## config.mk

```make
export PLATFORM = sky130hd
export DESIGN_NAME = evt_prio_reg
export DESIGN_NICKNAME = d
export VERILOG_FILES = /design/src/rtl/evt_pkg.sv /design/src/rtl/evt_addr_decode.sv /design/src/rtl/evt_flag_bank.sv /design/src/rtl/evt_prio_encoder.sv /design/src/rtl/evt_prio_reg.sv
export SDC_FILE = /design/constraint.sdc
export NUM_CORES = 1
export LEC_CHECK = 0
export BUFFER_PORTS_ARGS = -buffer_cell sky130_fd_sc_hd__buf_2
export CORE_UTILIZATION = 45
export CTS_CLUSTER_DIAMETER = 150
export CTS_CLUSTER_SIZE = 30
export DETAILED_ROUTE_END_ITERATION = 10
export GPL_TIMING_DRIVEN = 0
export PLACE_DENSITY = 0.8
export SLEW_MARGIN = 20
export SYNTH_ARGS = -nofsm -noshare
export SYNTH_HDL_FRONTEND = slang
export SYNTH_SLANG_ARGS = --single-unit
```

## constraint.sdc

```tcl
create_clock -name clk -period 1.5 [get_ports clk]
set_input_delay 0.075 -clock clk [delete_from_list [all_inputs] [get_ports clk]]
set_output_delay 0.075 -clock clk [all_outputs]
set_load 0.1 [all_outputs]
```

## src/rtl/evt_pkg.sv

```systemverilog
package evt_pkg;

  // Kind of location an address selects inside the window.
  typedef enum logic [1:0] {
    ACC_NONE = 2'd0,
    ACC_FLAG = 2'd1,
    ACC_STAT = 2'd2
  } acc_kind_e;

endpackage

```

## src/rtl/evt_addr_decode.sv

```systemverilog
module evt_addr_decode
  import evt_pkg::*;
#(
  parameter int ADDR_W     = 8,
  parameter int NUM_LEVELS = 16,
  localparam int IDX_W     = ADDR_W - 2
) (
  input  logic [ADDR_W-1:0] addr,
  output acc_kind_e         kind,
  output logic [IDX_W-1:0]  idx
);

  logic aligned;

  always_comb begin
    idx     = addr[ADDR_W-1:2];
    aligned = (addr[1:0] == 2'b00);
    if (!aligned)
      kind = ACC_NONE;
    else if (int'(idx) < NUM_LEVELS)
      kind = ACC_FLAG;
    else if (int'(idx) == NUM_LEVELS)
      kind = ACC_STAT;
    else
      kind = ACC_NONE;
  end

endmodule

```

## src/rtl/evt_flag_bank.sv

```systemverilog
module evt_flag_bank
  import evt_pkg::*;
#(
  parameter int NUM_LEVELS = 16,
  parameter int IDX_W      = 6
) (
  input  logic                  clk,
  input  logic                  rst,
  input  logic                  wr_en,
  input  acc_kind_e             kind,
  input  logic [IDX_W-1:0]      idx,
  input  logic                  be0,
  input  logic                  d0,
  output logic [NUM_LEVELS-1:0] flags
);

  logic wr_ok;
  assign wr_ok = wr_en && be0 && (kind == ACC_FLAG);

  for (genvar g = 0; g < NUM_LEVELS; g++) begin : g_lvl
    logic sel;
    assign sel = wr_ok && (idx == IDX_W'(g));

    always_ff @(posedge clk) begin
      if (rst)
        flags[g] <= 1'b0;
      else if (sel)
        flags[g] <= d0;
    end

    // an accepted write of 1 raises the flag
    assert_set_R1: assert property (@(posedge clk) disable iff (rst)
      (wr_en && be0 && kind == ACC_FLAG && idx == IDX_W'(g) && d0) |=> flags[g]);
    // an accepted write of 0 lowers the flag
    assert_clear_R2: assert property (@(posedge clk) disable iff (rst)
      (wr_en && be0 && kind == ACC_FLAG && idx == IDX_W'(g) && !d0) |=> !flags[g]);
  end

  // a write that is not accepted leaves every flag alone
  assert_ignore_R3: assert property (@(posedge clk) disable iff (rst)
    !(wr_en && be0 && kind == ACC_FLAG) |=> $stable(flags));

endmodule

```

## src/rtl/evt_prio_encoder.sv

```systemverilog
module evt_prio_encoder #(
  parameter int NUM_LEVELS = 16,
  localparam int LVL_W     = $clog2(NUM_LEVELS)
) (
  input  logic [NUM_LEVELS-1:0] flags,
  output logic                  any,
  output logic [LVL_W-1:0]      top
);

  // Scan from the least urgent level upward; the last hit is the lowest number.
  always_comb begin
    any = 1'b0;
    top = '0;
    for (int i = NUM_LEVELS - 1; i >= 0; i--) begin
      if (flags[i]) begin
        any = 1'b1;
        top = LVL_W'(i);
      end
    end
  end

endmodule

```

## src/rtl/evt_prio_reg.sv

```systemverilog
module evt_prio_reg
  import evt_pkg::*;
#(
  parameter int ADDR_W     = 8,
  parameter int DATA_W     = 32,
  parameter int NUM_LEVELS = 16,
  parameter int NUM_ABORT  = 2,
  localparam int BE_W      = DATA_W / 8,
  localparam int IDX_W     = ADDR_W - 2,
  localparam int LVL_W     = $clog2(NUM_LEVELS)
) (
  input  logic              clk,
  input  logic              rst,
  input  logic [ADDR_W-1:0] bus_addr,
  input  logic [DATA_W-1:0] bus_wdata,
  input  logic [BE_W-1:0]   bus_be,
  input  logic              bus_wr,
  input  logic              bus_rd,
  output logic [DATA_W-1:0] bus_rdata,
  output logic              evt_pending,
  output logic [LVL_W-1:0]  evt_level,
  output logic              evt_abort
);

  acc_kind_e             kind;
  logic [IDX_W-1:0]      idx;
  logic [NUM_LEVELS-1:0] flags;
  logic                  any;
  logic [LVL_W-1:0]      top;
  logic [DATA_W-1:0]     rd_next;

  evt_addr_decode #(.ADDR_W(ADDR_W), .NUM_LEVELS(NUM_LEVELS)) u_dec (
    .addr (bus_addr),
    .kind (kind),
    .idx  (idx)
  );

  evt_flag_bank #(.NUM_LEVELS(NUM_LEVELS), .IDX_W(IDX_W)) u_bank (
    .clk   (clk),
    .rst   (rst),
    .wr_en (bus_wr),
    .kind  (kind),
    .idx   (idx),
    .be0   (bus_be[0]),
    .d0    (bus_wdata[0]),
    .flags (flags)
  );

  evt_prio_encoder #(.NUM_LEVELS(NUM_LEVELS)) u_enc (
    .flags (flags),
    .any   (any),
    .top   (top)
  );

  always_comb begin
    rd_next = '0;
    case (kind)
      ACC_FLAG: rd_next[0] = flags[idx[LVL_W-1:0]];
      ACC_STAT: begin
        rd_next[LVL_W-1:0] = evt_level;
        rd_next[LVL_W]     = evt_pending;
      end
      default:  rd_next = '0;
    endcase
  end

  always_ff @(posedge clk) begin
    if (rst) begin
      evt_pending <= 1'b0;
      evt_level   <= '0;
      evt_abort   <= 1'b0;
      bus_rdata   <= '0;
    end else begin
      evt_pending <= any;
      evt_level   <= top;
      evt_abort   <= |flags[NUM_ABORT-1:0];
      if (bus_rd)
        bus_rdata <= rd_next;
    end
  end

  // pending follows the flags one edge later
  assert_pend_hi_R5: assert property (@(posedge clk) disable iff (rst)
    (flags != '0) |=> evt_pending);
  assert_pend_lo_R5: assert property (@(posedge clk) disable iff (rst)
    (flags == '0) |=> !evt_pending);
  // level zero stands when level 0 is raised, and when idle
  assert_lvl0_R6: assert property (@(posedge clk) disable iff (rst)
    flags[0] |=> (evt_level == '0));
  assert_idle_lvl_R6: assert property (@(posedge clk) disable iff (rst)
    !evt_pending |-> (evt_level == '0));
  // abort follows the preemptive flags
  assert_abort_hi_R7: assert property (@(posedge clk) disable iff (rst)
    (|flags[NUM_ABORT-1:0]) |=> evt_abort);
  assert_abort_lo_R7: assert property (@(posedge clk) disable iff (rst)
    !(|flags[NUM_ABORT-1:0]) |=> !evt_abort);
  // read data holds between reads
  assert_rd_hold_R8: assert property (@(posedge clk) disable iff (rst)
    !bus_rd |=> $stable(bus_rdata));

endmodule

```

==> impl_metrics.toml <==
[power]
ir_drop_v = 0.000411
leakage_nw = 0.854
p_per_area_nw_per_um2 = 782

[logic_synthesis]
yosys.area.top_type = "dfxtp_1"
yosysSeqAreaShare = 0.339
synth-compound-area-share = 0.104
yosys_warnings = 0
synthAdderAreaFrac = 0
ys_ff_latch = 27
avgSynthCellArea_sq_um = 8.43
synth_top_family_by_area = "simple AND/OR/NAND/NOR gates"
synthMuxAreaShare = 0.127
syn_area_sq_um = 1590
synth_top_area_share = 0.339
syn_inst = 189
synthSimpleGateAreaFrac = 0.268
synth_xor_xnor_area_share = 0
synth_cell_types = 38
ys_top_cells_by_area = "dfxtp_1 (34%), buf_4 (13%), nor2_1 (11%)"

[place]
place_congestion = 0.895
hpwl_mm = 2.55
place_inst = 283
portBuffers = 22

[drt]
postRouteAntennaNets = 0
drt-vias-per-instance = 4.92
drt-initial-drc-count = 56
wl_per_cell_microns = 12.3
drc = 0
wl_mm = 3.58
dr.pass1.iters = 4
vias = 1432

[hold_path]
hold_path_class = "in2reg"
whs_path_depth = 3

[sta]
worstMarginPinSlew_ps = 513
hold_viol = 0
rsz0062_at_grt = "yes"
relSlewSlack = 0.658
fin_tns_setup_ps = 0
skew_ps = 7.80
post-route-period-util = 0.939
maxSlewViolCount = 0
setup_viol = 0
fin_crit_ps = 1410
max_freq_mhz = 710

[worst_setup_path]
critical_path.slowest_cell = "a2111oi_2"
cp_max_fo = 4
r2r-end = "evt_level[0]"
cp-start-kind = "flop"
reg2reg_from = "u_bank.flags[15]"
crit_type = "reg2reg"
crit_family = "compound AO/OA/AOI/OAI gates"
r2r_setup_slack_ps = 90
critPathLaunch = "u_bank.flags[15]"
crit_buf_inv = 0
worstSetupPathDepth = 5
path_cells = "nor2b_1, o21bai_1, a21oi_1, o21ai_0, a2111oi_2"
max_stage_delay_ps = 410
cp.arrival_ps = 1660
rr_worst_depth = 5
cp_data_required_time_ps = 1750
end_kind = "flop"
endpoint = "evt_level[0]"

[cts]
cts.sinks = 27
clock_latency_ps = 350
clockRootBuffer = "clkbuf_4"
path_clk_slew_ps = 160
ctsLongestPathBuffers = 2
htree_levels = 1
cts_tree = "done"
numCtsBuffers = 3

[global_route]
grt_pass1_wl_mm = 5.31
antenna_found_initial = 0
grt_max_degree = 17
gr-total-overflow = 0
grt_pass1_vias = 1160
grtUsageTotal = 0.196

[status]
outcome = "finished clean"

[finish]
antenna_cells = 0
ff_latch_area_sq_um = 551
finalNonFillerCells = 291
nFillCells = 295
multi_input_area_sq_um = 935
drive_gt1_frac = 0.318
syn2layout_area_growth_pct = 23.5
most-common-layout-cells = "nor2_1 (45), buf_4 (30), conb_1 (27)"
layout_commonest_cell = "nor2_1"
layout.nets = 294

[floorplanning]
rows = 21
boundaryPins = 86
start_util = 0.474
die_h_microns = 61.5
fp.coreArea_sq_um = 3360
die_x_microns = 61.5
dieArea_sq_um = 3780

[flow_run]
cap_violations = 0
layout make-up:
class,count,share of cell area
buffer,34,0.121
clock buffer,3,0.0114
clock inverter,1,0.00381
inverter,4,0.00762
multi-input combinational,150,0.475
sequential,27,0.280
tap,46,0.0292
timing repair buffer,26,0.0724
cells in the mapped netlist:
master,number
a2111oi_0,3
and4_1,1
a311oi_1,1
o31ai_1,2
buf_2,2
a211oi_1,1
and2_1,2
a41oi_1,1
mux2i_1,15
nand4b_1,1
a21oi_1,8
nor3b_1,1
nand3b_1,2
buf_6,1
nor3_1,2
nand4_1,2
nor3_2,3
a32oi_1,1
inv_1,4
nor2_1,45
o221a_2,1
nor2b_1,5
and2b_4,2
buf_4,27
conb_1,1
o2111a_1,2
nor4_4,1
nor4_1,2
nand2_1,8
clkbuf_1,4
nand2b_1,2
nand2_2,1
mux4_1,2
and3b_1,1
dfxtp_1,27
o21bai_1,1
o21ai_0,2
nand3_1,2
cells by family after synthesis:
logic type      count (synthesis)
other cells                     1
compound gates                 23
flops                          27
simple gates                   83
buf+inv                        38
mux                            17
metal layers:
metal / vias up / part of all wire / track usage
met5: - / 0 / 0
met4: 0 / 0.016 / 0.0921
met3: 7 / 0.085 / 0.0441
met2: 71 / 0.44 / 0.298
met1: 644 / 0.46 / 0.262
li1: 710 / - / -
worst min-delay path, cell delays in order:
cell	delay [ps]
buf_2	150
mux2i_1	90
nor2_1	70
registers in the layout, indices dropped and copies added (netlist names):
name	flops
u_bank.flags	16
evt_pending	1
bus_rdata	5
evt_level	4
evt_abort	1
where the power goes:
part	switching, mW	internal (mW)	leakage, nW
Sequential	0.00117	0.718	0.221
Clock	0.245	0.103	0.0139
Combinational	0.385	0.0880	0.619
per-stage QoR:
step / setup slack, ps / utilization / area (sq um) / power, mW / hold WS [ps]
2_1_floorplan: 110 / - / 1690 / 1.15 / 184
3_3_place_gp: -48.0 / 0.553 / 1860 / 1.19 / 365
3_5_place_dp: -49.8 / 0.553 / 1860 / 1.20 / 368
4_1_cts: 1.06 / 0.571 / 1920 / 1.53 / 66.7
5_1_grt: -36.9 / 0.586 / 1970 / 1.59 / 68.2
6_report: 90.8 / 0.586 / 1970 / 1.54 / 62.3
repair_timing:
action / in CTS / in global routing
setup endpoints to repair: 2 / 2
hold buffers: 1 / 0
hold endpoints to repair: 1 / 0
pin swaps: 0 / 4
resized for setup: 7 / 9
buffers inserted: 0 / 3
worst min path at each step:
stage	startpoint	endpoint	slack, ps
2_1_floorplan	bus_rd	bus_rdata[0]	180
3_3_place_gp	bus_rd	bus_rdata[0]	360
3_5_place_dp	bus_rd	bus_rdata[0]	370
4_1_cts	bus_wdata[0]	u_bank.flags[7]	70
5_1_grt	bus_wdata[0]	u_bank.flags[6]	70
6_report	bus_wdata[0]	u_bank.flags[7]	60
No activity file was read; power rests on OpenSTA's default activity.
